$ cat src/rtl/bkm_pkg.sv
package bkm_pkg;

    // Access kinds observed on the bus
    typedef enum logic [1:0] {
        KIND_FETCH  = 2'd0,
        KIND_DREAD  = 2'd1,
        KIND_DWRITE = 2'd2,
        KIND_NONE   = 2'd3
    } acc_kind_e;

    // Register select values
    typedef enum logic [1:0] {
        REG_CTRL  = 2'd0,
        REG_CMP_A = 2'd1,
        REG_CMP_B = 2'd2,
        REG_RSVD  = 2'd3
    } reg_sel_e;

    // Sequencer states
    typedef enum logic [1:0] {
        SEQ_OFF    = 2'd0,
        SEQ_WAIT_A = 2'd1,
        SEQ_ARMED  = 2'd2
    } seq_state_e;

    localparam int NUM_CH      = 2;
    localparam int QUAL_W      = 3;
    localparam int CTL_FLAG_LO = 0;   // flag A at 0, flag B at 1
    localparam int CTL_EN_LO   = 2;   // enable A at 2, enable B at 3
    localparam int CTL_SEQ     = 4;
    localparam int CTL_QUAL_LO = 5;   // qualifier A 7:5, qualifier B 10:8
    localparam int CTL_W       = CTL_QUAL_LO + NUM_CH * QUAL_W;

    typedef struct packed {
        logic [QUAL_W-1:0] qual;
        logic              brk_en;
    } chan_cfg_t;

endpackage

$ cat src/rtl/bkm_regs.sv
module bkm_regs
    import bkm_pkg::*;
#(
    parameter int ADDR_W = 32
) (
    input  logic                             clk,
    input  logic                             rst_n,
    input  logic                             cfg_we,
    input  logic [1:0]                       cfg_addr,
    input  logic [ADDR_W-1:0]                cfg_wdata,
    input  logic [NUM_CH-1:0]                set_flag,
    output logic [NUM_CH-1:0][ADDR_W-1:0]    cmp_addr,
    output chan_cfg_t [NUM_CH-1:0]           ch_cfg,
    output logic [NUM_CH-1:0]                flags,
    output logic                             ctrl_wr,
    output logic                             wr_seq
);

    logic ctrl_sel;

    always_comb begin
        ctrl_sel = (cfg_addr == REG_CTRL);
        ctrl_wr  = cfg_we && ctrl_sel;
        wr_seq   = cfg_wdata[CTL_SEQ];
    end

    for (genvar ch = 0; ch < NUM_CH; ch++) begin : g_ch
        logic addr_hit;
        logic clr_req;

        always_comb begin
            addr_hit = cfg_we && (cfg_addr == ((ch == 0) ? REG_CMP_A : REG_CMP_B));
            clr_req  = ctrl_wr && !cfg_wdata[CTL_FLAG_LO + ch];
        end

        // Compare address
        always_ff @(posedge clk) begin
            if (!rst_n) begin
                cmp_addr[ch] <= '0;
            end else if (addr_hit) begin
                cmp_addr[ch] <= cfg_wdata;
            end
        end

        // Qualifier and break enable
        always_ff @(posedge clk) begin
            if (!rst_n) begin
                ch_cfg[ch] <= '0;
            end else if (ctrl_wr) begin
                ch_cfg[ch].qual   <= cfg_wdata[CTL_QUAL_LO + ch*QUAL_W +: QUAL_W];
                ch_cfg[ch].brk_en <= cfg_wdata[CTL_EN_LO + ch];
            end
        end

        // Sticky flag: hardware set wins over a software clear
        always_ff @(posedge clk) begin
            if (!rst_n) begin
                flags[ch] <= 1'b0;
            end else begin
                flags[ch] <= (flags[ch] && !clr_req) || set_flag[ch];
            end
        end
    end

endmodule

$ cat src/rtl/bkm_chan.sv
module bkm_chan
    import bkm_pkg::*;
#(
    parameter int ADDR_W = 32
) (
    input  logic [ADDR_W-1:0] cmp_addr,
    input  logic [QUAL_W-1:0] qual,
    input  logic              bus_valid,
    input  logic [ADDR_W-1:0] bus_addr,
    input  logic [1:0]        bus_kind,
    output logic              hit
);

    logic kind_ok;
    logic addr_eq;

    always_comb begin
        unique case (acc_kind_e'(bus_kind))
            KIND_FETCH:  kind_ok = qual[0];
            KIND_DREAD:  kind_ok = qual[1];
            KIND_DWRITE: kind_ok = qual[2];
            default:     kind_ok = 1'b0;
        endcase
        addr_eq = (bus_addr == cmp_addr);
        hit     = bus_valid && addr_eq && kind_ok;
    end

endmodule

$ cat src/rtl/bkm_seq.sv
module bkm_seq
    import bkm_pkg::*;
(
    input  logic              clk,
    input  logic              rst_n,
    input  logic              ctrl_wr,
    input  logic              wr_seq,
    input  logic [NUM_CH-1:0] hit,
    input  logic [NUM_CH-1:0] brk_en,
    output logic [NUM_CH-1:0] set_flag,
    output logic              brk_req,
    output seq_state_e        state
);

    seq_state_e state_nxt;
    logic       brk_nxt;

    // Next-state logic
    always_comb begin
        state_nxt = state;
        unique case (state)
            SEQ_OFF: begin
                if (ctrl_wr && wr_seq) state_nxt = SEQ_WAIT_A;       // enter_seq
            end
            SEQ_WAIT_A: begin
                if (ctrl_wr && !wr_seq) state_nxt = SEQ_OFF;         // leave_seq
                else if (hit[0])        state_nxt = SEQ_ARMED;       // arm
            end
            SEQ_ARMED: begin
                if (ctrl_wr && !wr_seq) state_nxt = SEQ_OFF;         // leave_seq
                else if (hit[1])        state_nxt = SEQ_WAIT_A;      // fire
            end
            default: state_nxt = SEQ_OFF;
        endcase
    end

    // State register
    always_ff @(posedge clk) begin
        if (!rst_n) begin
            state <= SEQ_OFF;
        end else begin
            state <= state_nxt;
        end
    end

    // Output decode
    always_comb begin
        set_flag = '0;
        brk_nxt  = 1'b0;
        unique case (state)
            SEQ_OFF: begin
                set_flag = hit;
                brk_nxt  = |(hit & brk_en);
            end
            SEQ_WAIT_A: begin
                set_flag = '0;
                brk_nxt  = 1'b0;
            end
            SEQ_ARMED: begin
                set_flag[1] = hit[1];
                brk_nxt     = hit[1] && brk_en[1];
            end
            default: begin
                set_flag = '0;
                brk_nxt  = 1'b0;
            end
        endcase
    end

    // Registered break request
    always_ff @(posedge clk) begin
        if (!rst_n) begin
            brk_req <= 1'b0;
        end else begin
            brk_req <= brk_nxt;
        end
    end

endmodule

$ cat src/rtl/brk_match_unit.sv
module brk_match_unit
    import bkm_pkg::*;
#(
    parameter int ADDR_W = 32
) (
    input  logic              clk,
    input  logic              rst_n,
    input  logic              cfg_we,
    input  logic [1:0]        cfg_addr,
    input  logic [ADDR_W-1:0] cfg_wdata,
    input  logic              bus_valid,
    input  logic [ADDR_W-1:0] bus_addr,
    input  logic [1:0]        bus_kind,
    output logic              brk_req,
    output logic              flag_a,
    output logic              flag_b
);

    logic [NUM_CH-1:0][ADDR_W-1:0] cmp_addr;
    chan_cfg_t [NUM_CH-1:0]        ch_cfg;
    logic [NUM_CH-1:0]             flags;
    logic [NUM_CH-1:0]             set_flag;
    logic [NUM_CH-1:0]             hit;
    logic [NUM_CH-1:0]             brk_en;
    logic                          ctrl_wr;
    logic                          wr_seq;
    logic                          en_a;
    logic                          en_b;
    seq_state_e                    seq_state;

    bkm_regs #(.ADDR_W(ADDR_W)) regs_i (
        .clk      (clk),
        .rst_n    (rst_n),
        .cfg_we   (cfg_we),
        .cfg_addr (cfg_addr),
        .cfg_wdata(cfg_wdata),
        .set_flag (set_flag),
        .cmp_addr (cmp_addr),
        .ch_cfg   (ch_cfg),
        .flags    (flags),
        .ctrl_wr  (ctrl_wr),
        .wr_seq   (wr_seq)
    );

    for (genvar ch = 0; ch < NUM_CH; ch++) begin : g_chan
        bkm_chan #(.ADDR_W(ADDR_W)) chan_i (
            .cmp_addr (cmp_addr[ch]),
            .qual     (ch_cfg[ch].qual),
            .bus_valid(bus_valid),
            .bus_addr (bus_addr),
            .bus_kind (bus_kind),
            .hit      (hit[ch])
        );
        assign brk_en[ch] = ch_cfg[ch].brk_en;
    end

    bkm_seq seq_i (
        .clk     (clk),
        .rst_n   (rst_n),
        .ctrl_wr (ctrl_wr),
        .wr_seq  (wr_seq),
        .hit     (hit),
        .brk_en  (brk_en),
        .set_flag(set_flag),
        .brk_req (brk_req),
        .state   (seq_state)
    );

    assign en_a   = brk_en[0];
    assign en_b   = brk_en[1];
    assign flag_a = flags[0];
    assign flag_b = flags[1];

endmodule

$ cat config.mk
export PLATFORM = sky130hd
export DESIGN_NAME = brk_match_unit
export DESIGN_NICKNAME = d
export VERILOG_FILES = /design/src/rtl/bkm_pkg.sv /design/src/rtl/bkm_regs.sv /design/src/rtl/bkm_chan.sv /design/src/rtl/bkm_seq.sv /design/src/rtl/brk_match_unit.sv
export SDC_FILE = /design/constraint.sdc
export NUM_CORES = 1
export LEC_CHECK = 0
export ABC_AREA = 1
export BUFFER_PORTS_ARGS = -buffer_cell sky130_fd_sc_hd__clkbuf_2
export CAP_MARGIN = 15
export CORE_ASPECT_RATIO = 0.8
export CORE_MARGIN = 4
export CORE_UTILIZATION = 30
export DETAILED_ROUTE_END_ITERATION = 7
export SLEW_MARGIN = 10
export SYNTH_ARGS = -nofsm -noshare
export SYNTH_HDL_FRONTEND = slang
export SYNTH_SLANG_ARGS = --single-unit
$ cat constraint.sdc
create_clock -name clk -period 1.4 [get_ports clk]
set_input_delay 0.07 -clock clk [delete_from_list [all_inputs] [get_ports clk]]
set_output_delay 0.07 -clock clk [all_outputs]
set_load 0.01 [all_outputs]
==> flow_summary.yaml, run 1 <==
sta:
  slew-limit-headroom: 0.806
  timing.final.crit_share: 1.02
  setup_slack_ns: -0.0252
  fin_crit_ns: 1.43
  worst_slew_pin_slew_ns: 0.289
  setup_violations: 3
  finClkSkew_ns: 0.00475
  drv_slew: 0
  rsz0062_at_grt: "true"
  fmax_mhz: 702
  tns_ns: -0.0634
  hold_viol_final: 0
cts:
  clkLatencyLatePin_ns: 0.34
  clockBufferDepth: 2
  numCtsBuffers: 9
  cts_tree: "built"
  cts.clk_slew.worst_paths_ns: 0.06
  cts-root-buf: "clkbuf_16"
  cts.htree.levels: 3
  cts.sinks: 77
detailed_routing:
  drc: 0
  vias: 4249
  wl_per_cell_um: 13.9
  firstDrtPassIters: 5
  drt-initial-drc-count: 231
  totalWireLength_um: 13000
  ant_nets: 0
  vias_per_cell: 4.55
synthesis:
  ys_seq_area_frac: 0.380
  ys_ff_latch: 77
  synth_cell_type_count: 23
  synth_edf_count: 0
  yosysTopAreaCell: "dfxtp_1"
  synth_top_area_frac: 0.380
  synthArstFlopShare: 0
  synthesis.area_mm2: 0.00405
  netlist_instances: 654
  synth_nets: 726
  ys.warnings.count: 0
  synth.avg_cell_area_um2: 6.19
  synthTopCellsByArea: "dfxtp_1 38%, nand2_1 15%, o21ai_0 10%, nor2_1 9.5%, inv_1 8.2%"
  synthTopCellsByCount: "158 x nand2_1, 103 x nor2_1, 89 x inv_1"
  ys_dominant_reg_cell: "dfxtp_1"
  synth.most_common_cell: "nand2_1"
cells_and_area:
  nNetsFinal: 826
  fill_cells: 1432
  layout-drive-gt1-share: 0.277
  syn_to_final_growth_pct: 31.8
  stdcell_area_mm2: 0.00534
  antenna_cells: 0
die:
  die_y_um: 112
  initial_utilization: 0.310
  ios: 75
  num_rows: 37
  die_w_um: 138
  core_area_mm2: 0.0131
  dieArea_mm2: 0.0154
critical_path:
  worstSetupEndpointType: "flop"
  cp_slowest_cell: "dfxtp_1"
  start_kind: "flop"
  max_stage_delay_ns: 0.32
  path_cells: "xnor2_1 > nand3_1 > nor3_2 > nand2_1 > nor2_2 > nand4_1 > a21oi_1"
  crit_type: "flop to flop"
  cp_data_arrival_time_ns: 1.70
  worst-path-max-fanout: 2
  crit_required_ns: 1.67
outcome:
  status: "finished with violations"
  violations: "setup timing"
grt:
  antenna_found_initial: 0
  gr-usage-met2: 0.247
  grt_max_degree: 76
  first_global_vias: 3958
  track_usage: 0.167
  top_usage_layer: "met1"
  use_met3: 0.0420
  grt_util_met1: 0.248
  grt_pass1_wl_um: 20300
  globalRoute.totalOverflow: 0
place:
  port_buffers: 74
  dp.final_hpwl_um: 10000
  dpl-instance-area_mm2: 0.00479
  gp_congestion: 0.907
pwr:
  p_per_area_mw_per_mm2: 1050
  p_seq_frac: 0.426
  p_int_mw: 4.05
  switching_share: 0.280
  p_leak_nw: 2.49
  comb_power_share: 0.186
  vdd_drop_max_mv: 0.549
  clock_power_share: 0.388
  p_switching_mw: 1.58
worst_hold_path:
  min_path_type: "input port to flop"
job:
  drv_cap: 0
[layout by cell type (no fill, tap or decap), types with 5 or more instances in the layout]
cell,netlist,routed
a21oi_1,53,51
nand4_1,9,9
nand2_1,158,138
xnor2_2,0,5
dlygate4sd3_1,0,6
inv_1,89,82
dfxtp_2,0,24
clkbuf_2,0,74
buf_4,0,26
nand3_1,22,18
o21ai_0,81,79
dfxtp_1,77,53
clkbuf_16,0,9
nor2_1,103,89
nor2_2,3,17
nand2_2,0,20
xnor2_1,12,7
inv_2,10,17
[stage by stage]
step	std cells	power (mW)	setup WS [ns]	util	hold slack (ns)
2_1_floorplan	654	2.99	0.183	-	0.205
3_3_place_gp	910	3.39	-0.0689	0.367	0.314
3_5_place_dp	910	3.38	-0.0441	0.367	0.315
4_1_cts	932	5.61	-0.0292	0.397	0.000247
5_1_grt	934	5.92	-0.164	0.409	0.0196
6_report	934	5.63	-0.0252	0.409	0.00665
[routing by layer]
metal	vias up	wire (um)
met2	111	5560
met1	1880	6530
met3	9	780
li1	2249	-
met4	0	97
met5	-	0
[critical path, delay by kind of cell (launching register included)]
| kind | cells | cell delay, ns |
|---|---|---|
| simple gates | 5 | 0.70 |
| flops | 1 | 0.32 |
| xor+xnor | 1 | 0.22 |
| compound gates | 1 | 0.13 |
[kinds of logic (layout without fill, tap and decap cells)]
group	count (synthesis)	after routing	share of synthesized area
flip-flops	77	77	0.380
AO/OA/AOI/OAI	141	141	0.178
buffers and inverters	119	224	0.110
XOR/XNOR	16	16	0.0346
AND/OR/NAND/NOR	301	301	0.297
[registers in the layout, summed over array words and instances, names as in the netlist]
signal and flops:
seq_i.state 2, regs_i.cmp_addr 64, regs_i.ch_cfg 8, seq_i.brk_req 1, regs_i.flags 2
[final timing paths]
path	startpoint	to	slack [ns]	depth (start not counted)
hold reg to reg	regs_i.cmp_addr[14]	regs_i.cmp_addr[14]	0.45	2
hold / removal	cfg_wdata[28]	regs_i.cmp_addr[60]	0.007	3
setup reg to reg	regs_i.cmp_addr[54]	seq_i.brk_req	-0.03	7
setup / recovery	regs_i.cmp_addr[54]	seq_i.brk_req	-0.03	7
[timing repair]
action / 4_1_cts / 5_1_grt
setup buffers: 0 / 2
hold buffers: 6 / 0
setup endpoints to repair: 3 / 5
gates resized for setup: 19 / 62
pin swaps: 15 / 36
hold endpoints to repair: 6 / 0
[power by group through the flow]
stage                     sequential [mW]  clock, mW  combinational, mW
after floorplan                      2.42          0              0.568
after global placement               2.43          0              0.956
after detailed placement             2.43          0              0.951
after CTS                            2.39       2.23               1.00
after global routing                 2.41       2.33               1.18
final                                2.40       2.18               1.05
[layout make-up]
type                       count  area, um^2  share of cell area
multi-input combinational    458        2240               0.419
clock inverter                 1        5.00            0.000937
clock buffer                  15         268              0.0501
sequential                    77        1570               0.294
inverter                     100         375              0.0703
tap                          175         219              0.0410
timing repair buffer         108         666               0.125
(Power assumes the default switching activity.)
==> inputs of run 2 (changes only) <==
SYNTH_HIERARCHICAL = 1   (was default)
==> run 2 against run 1 <==
  * The run still ends with setup timing left
  * Maximum frequency is 11% lower
  * Critical endpoint is now seq_i/brk_req
  * Sequential power is 2% lower
  * Die area is 1.8% higher
  * Synthesized cell count is 0.15% higher
  * Global-route usage is 0.43 points lower
==> flow_summary.yaml, run 2 <==
outcome:
  status: "finished with violations"
  violations: "setup timing"
critical_path:
  r2r_start: "regs_i/cmp_addr[27]"
  worst-path-max-fanout: 2
  cp_data_arrival_time_ns: 1.88
  worstSetupEndpointType: "flop"
  ff2ff_path_depth: 12
  max_stage_delay_ns: 0.32
  cp_slowest_cell: "dfxtp_2"
  path_cells: "buf_6 > nand2_2 > nand2_2 > nor2_1 > nand2_1 > nor2_2 > nand3_1 > nor2_2 > inv_2 > nor3_4 > nand2_1 > a21oi_2"
  r2r_setup_slack_ns: -0.20
  crit_buf_inv: 2
  crit_required_ns: 1.68
  crit_type: "flop to flop"
  cp_top_family: "simple AND/OR/NAND/NOR gates"
  r2r_end: "seq_i/brk_req"
  start_kind: "flop"
job:
  drv_cap: 0
cells_and_area:
  largest_reg_flops: 64
  nNetsFinal: 818
  syn_to_final_growth_pct: 27.5
  seqCellArea_mm2: 0.00157
  top_regs: "regs_i/cmp_addr: 64 flops, regs_i/ch_cfg: 8 flops"
  antenna_cells: 0
  final_cells: 931
  multi_input_area_mm2: 0.00212
  layout-drive-gt1-share: 0.229
  top_register: "regs_i/cmp_addr"
  final_core_util: 0.390
  stdcell_area_mm2: 0.00526
  mostFrequentLayoutCells: "167 x nand2_1, 110 x nor2_1, 84 x inv_1"
  mostFrequentLayoutCell: "nand2_1"
  fill_cells: 1527
sta:
  tns_ns: -0.731
  drv_slew: 0
  fmax_mhz: 627
  timing.final.crit_share: 1.14
  rsz0062_at_grt: "true"
  holdWs_ns: 0.0102
  worst_slew_pin_slew_ns: 0.429
  setup_violations: 5
  slew-limit-headroom: 0.714
  finClkSkew_ns: 0.00395
  setup_slack_ns: -0.196
  fin_crit_ns: 1.60
  hold_viol_final: 0
pwr:
  switching_share: 0.265
  p_seq_frac: 0.420
  p_int_mw: 4.13
  p_per_area_mw_per_mm2: 1070
  clock_power_share: 0.435
  comb_power_share: 0.145
  p_leak_nw: 2.39
  vdd_drop_max_mv: 0.640
  p_switching_mw: 1.49
synthesis:
  synth_compound_area_frac: 0.116
  ys_dominant_reg_cell: "dfxtp_1"
  synth_top_family_by_area: "simple AND/OR/NAND/NOR gates"
  synth_top_area_frac: 0.373
  synthTopCellsByCount: "171 x nand2_1, 121 x nor2_1, 89 x inv_1"
  synth_edf_count: 0
  synth_cell_type_count: 23
  ys_ff_latch: 77
  yosysTopAreaCell: "dfxtp_1"
  ys.warnings.count: 6
  synthArstFlopShare: 0
  synth_mux_area_frac: 0
  synth.most_common_cell: "nand2_1"
  synthAdderAreaFrac: 0
  netlist_instances: 655
  ys_seq_area_frac: 0.373
  synth_nets: 727
  synthesis.area_mm2: 0.00413
  synth-xor-area-share: 0.0382
  synth.avg_cell_area_um2: 6.30
  synthSimpleGateAreaFrac: 0.343
  synthTopCellsByArea: "dfxtp_1 37%, nand2_1 16%, nor2_1 11%, inv_1 8.1%, o21ai_0 6.9%"
die:
  die_y_um: 113
  initial_utilization: 0.306
  ios: 75
  core_area_mm2: 0.0135
  die_w_um: 139
  num_rows: 38
  dieArea_mm2: 0.0157
detailed_routing:
  drc: 0
  firstDrtPassIters: 5
  vias: 4260
  totalWireLength_um: 13000
  drt-initial-drc-count: 371
  ant_nets: 0
  wl_per_cell_um: 13.9
  vias_per_cell: 4.58
grt:
  globalRoute.totalOverflow: 0
  gr-usage-met2: 0.238
  grt_max_degree: 35
  track_usage: 0.163
  grt_pass1_wl_um: 20300
  antenna_found_initial: 0
  grt_util_met1: 0.243
  top_usage_layer: "met1"
  use_met3: 0.0465
  first_global_vias: 3884
cts:
  cts-root-buf: "clkbuf_16"
  cts_tree: "built"
  cts.htree.levels: 3
  numCtsBuffers: 9
  clkLatencyLatePin_ns: 0.34
  cts.clk_slew.worst_paths_ns: 0.06
  cts.sinks: 77
  clockBufferDepth: 2
place:
  place_inst: 901
  gp_congestion: 0.841
  port_buffers: 74
  dp.final_hpwl_um: 9620
  dpl-instance-area_mm2: 0.00472
worst_hold_path:
  min_delay_path_depth: 3
  whs_endpoint: "regs_i/cmp_addr[22]"
  min_path_type: "input port to flop"
  hp-start: "cfg_wdata[22]"
run 2: through the flow:
stage               setup slack [ns]  total power [mW]
global route                  -0.327              5.87
global placement              -0.173              3.16
CTS                           -0.118              5.65
detailed placement            -0.167              3.16
floorplan                     0.0720              2.84
finish                        -0.196              5.62
run 2: area by class of cell:
type	count	share of cell area
inverter	94	0.0673
timing repair buffer	108	0.129
clock inverter	4	0.00856
tap	180	0.0428
sequential	77	0.298
multi-input combinational	456	0.403
clock buffer	12	0.0506
run 2: worst max-delay path by stage:
stage | endpoint | slack (ns) | depth (start not counted) | start
after global routing | seq_i/brk_req | -0.33 | 12 | regs_i/cmp_addr[27]
after global placement | seq_i/state[0] | -0.17 | 14 | regs_i/cmp_addr[9]
after detailed placement | regs_i/flags[0] | -0.17 | 12 | regs_i/cmp_addr[7]
after CTS | seq_i/state[0] | -0.12 | 14 | regs_i/cmp_addr[41]
after floorplan | seq_i/state[0] | 0.07 | 14 | regs_i/cmp_addr[6]
final | seq_i/brk_req | -0.20 | 12 | regs_i/cmp_addr[27]
run 2: metal layers:
layer / share of wire / routed length (um)
met1: 0.52 / 6690
met3: 0.063 / 819
met5: 0 / 0
met2: 0.41 / 5370
met4: 0.0061 / 79
run 2: cell families (layout without fill, tap and decap cells):
| family | Yosys count | count (layout) |
|---|---|---|
| simple gates | 343 | 343 |
| flops | 77 | 77 |
| buf+inv | 122 | 218 |
| xor+xnor | 18 | 18 |
| compound gates | 95 | 95 |
run 2: repair_timing:
item                                    4_1_cts  5_1_grt
buffers inserted                              4        2
resized for setup                            32       26
endpoints found under the setup margin        5        5
endpoints found under the hold margin        11        0
hold buffers                                  9        0
pin swaps                                    19       19
run 2: tightest hold or removal path, stage by stage:
cell	delay (ns)
clkbuf_2	0.09
nand4_1	0.08
a21oi_1	0.07
run 2: power groups by stage:
stage	Clock [mW]	Combinational (mW)	Sequential [mW]
2_1_floorplan	0	0.460	2.38
3_3_place_gp	0	0.760	2.40
3_5_place_dp	0	0.762	2.40
4_1_cts	2.49	0.801	2.35
5_1_grt	2.59	0.911	2.37
6_report	2.45	0.815	2.36
==> inputs of run 3 (changes only) <==
GPL_ROUTABILITY_DRIVEN = 0   (was default)
RECOVER_POWER = 100   (was default)
clock period = 1.68 ns   (was 1.4 ns; I/O delays follow)
==> run 3 against run 2 <==
  * The run now ends clean
  * Sequential share of layout area rose by 1.4 points
  * Maximum frequency rose by 1.4%
  * Hold slack improved by 0.00095 ns
  * Sequential power fell by 17%
  * Largest cell class unchanged
==> flow_summary.yaml, run 3 (synthesized netlist as in run 2, its figures left out) <==
outcome:
  status: "complete, no violations"
cells_and_area:
  nNetsFinal: 794
  mostFrequentLayoutCells: "169 x nand2_1, 111 x nor2_1, 88 x inv_1"
  fill_cells: 1503
  antenna_cells: 0
  largest_reg_flops: 64
  syn_to_final_growth_pct: 21.1
  top_register: "regs_i/cmp_addr"
  layout-drive-gt1-share: 0.180
  final_cells: 906
  mostFrequentLayoutCell: "nand2_1"
  stdcell_area_mm2: 0.00500
  top_regs: "regs_i/cmp_addr: 64 flops, regs_i/ch_cfg: 8 flops"
sta:
  hold_viol_final: 0
  drv_slew: 0
  worst_slew_pin_slew_ns: 0.817
  slew-limit-headroom: 0.455
  timing.final.crit_share: 0.937
  fmax_mhz: 636
  tns_ns: 0
  rsz0062_at_grt: "true"
  setup_violations: 0
  fin_crit_ns: 1.57
  finClkSkew_ns: 0.00637
  holdWs_ns: 0.0112
cts:
  numCtsBuffers: 9
  cts-root-buf: "clkbuf_16"
  cts.clk_slew.worst_paths_ns: 0.06
  cts_hold_buffers: 0
  clockBufferDepth: 2
  cts.sinks: 77
  cts.htree.levels: 3
  clkLatencyLatePin_ns: 0.34
  cts_tree: "built"
grt:
  grt_util_met1: 0.247
  antenna_found_initial: 0
  use_met3: 0.0384
  first_global_vias: 4065
  gr-usage-met2: 0.250
  grt_max_degree: 37
  globalRoute.totalOverflow: 0
  grt_pass1_wl_um: 20900
  top_usage_layer: "met2"
  track_usage: 0.167
pwr:
  p_int_mw: 3.47
  finalPower_mw: 4.69
  p_leak_nw: 2.24
  p_seq_frac: 0.418
  comb_power_share: 0.135
  switching_share: 0.261
  vdd_drop_max_mv: 0.441
  p_switching_mw: 1.22
  p_per_area_mw_per_mm2: 938
  clock_power_share: 0.447
die:
  ios: 75
  num_rows: 38
  die_w_um: 139
  dieArea_mm2: 0.0157
  die_y_um: 113
  core_area_mm2: 0.0135
  initial_utilization: 0.306
detailed_routing:
  wl_per_cell_um: 14.2
  drt-initial-drc-count: 316
  ant_nets: 0
  firstDrtPassIters: 5
  totalWireLength_um: 12900
  vias: 4165
  vias_per_cell: 4.60
  drc: 0
critical_path:
  crit_type: "flop to flop"
  r2r_start: "regs_i/cmp_addr[9]"
  start_kind: "flop"
  worstSetupEndpointType: "flop"
  r2r_setup_slack_ns: 0.11
  crit_required_ns: 1.91
  timing.critical_path.to: "seq_i/state[0]"
  cp_data_arrival_time_ns: 1.81
  r2r_end: "seq_i/state[0]"
  worst-path-max-fanout: 3
  ff2ff_path_depth: 14
  startpoint: "regs_i/cmp_addr[9]"
place:
  place_inst: 890
  dp.final_hpwl_um: 9320
  dpl-instance-area_mm2: 0.00464
  port_buffers: 74
worst_hold_path:
  min_path_type: "input port to flop"
job:
  drv_cap: 0
==> run 3: changes by cell type in the layout (fill, tap and decap cells not counted), moves of 4 or more <==
cell | previous run | this run
buf_4 | 21 | 5
dlygate4sd3_1 | 9 | 0
dfxtp_1 | 55 | 63
dfxtp_2 | 22 | 14
clkbuf_1 | 0 | 5
inv_2 | 8 | 3
inv_1 | 84 | 88
==> run 3: per-layer routing <==
layer  share of wire  vias to the layer above  wire (um)
li1                -                     2167          -
met4          0.0073                        0         94
met1            0.52                     1881       6690
met2            0.42                      109       5370
met3           0.057                        8        734
met5               0                        -          0
==> run 3: worst max-delay path, stage by stage (launching register included) <==
cell and delay [ns]:
dfxtp_2 0.34, inv_1 0.04, nand2_1 0.05, o21ai_1 0.07, nor2_2 0.17, nand2_1 0.07
nor2_1 0.11, nand3_1 0.09, nor2_1 0.14, inv_1 0.08, nand2_1 0.06, nor2_1 0.03
o21bai_1 0.14, nand2_1 0.06, inv_1 0.04
==> run 3: worst min-delay path by stage <==
| stage | cells after the start | slack [ns] | end | start |
|---|---|---|---|---|
| 2_1_floorplan | 2 | 0.18 | seq_i/state[0] | rst_n |
| 3_3_place_gp | 3 | 0.36 | regs_i/cmp_addr[51] | cfg_wdata[19] |
| 3_5_place_dp | 3 | 0.36 | regs_i/cmp_addr[51] | cfg_wdata[19] |
| 4_1_cts | 3 | 0.004 | regs_i/cmp_addr[16] | cfg_wdata[16] |
| 5_1_grt | 3 | 0.03 | regs_i/cmp_addr[23] | cfg_wdata[23] |
| 6_report | 3 | 0.01 | regs_i/cmp_addr[25] | cfg_wdata[25] |
==> run 3: power groups by stage <==
stage               registers, mW  clock network, mW  logic (mW)
floorplan                    1.99                  0       0.384
global placement             2.00                  0       0.618
detailed placement           2.00                  0       0.619
CTS                          1.96               2.13       0.622
global route                 1.97               2.20       0.724
finish                       1.96               2.10       0.633
==> run 3: cell type report <==
type | count | area (um^2) | share of cell area
Multi-Input combinational cell | 456 | 2090 | 0.418
Timing Repair Buffer | 84 | 457 | 0.0913
Clock buffer | 10 | 239 | 0.0478
Sequential cell | 77 | 1560 | 0.312
Inverter | 94 | 354 | 0.0708
Tap cell | 180 | 225 | 0.0450
Clock inverter | 5 | 75.1 | 0.0150
==> run 3: what timing repair did <==
| item | in CTS | in global routing |
|---|---|---|
| endpoints found under the setup margin | 0 | 4 |
| buffers inserted | 0 | 1 |
| resized for setup | 0 | 36 |
==> run 3: through the flow <==
step | setup WS, ns | util
after floorplan | 0.352 | -
after global placement | 0.140 | 0.343
after detailed placement | 0.119 | 0.343
after CTS | 0.0856 | 0.367
after global routing | -0.0755 | 0.370
final | 0.106 | 0.370
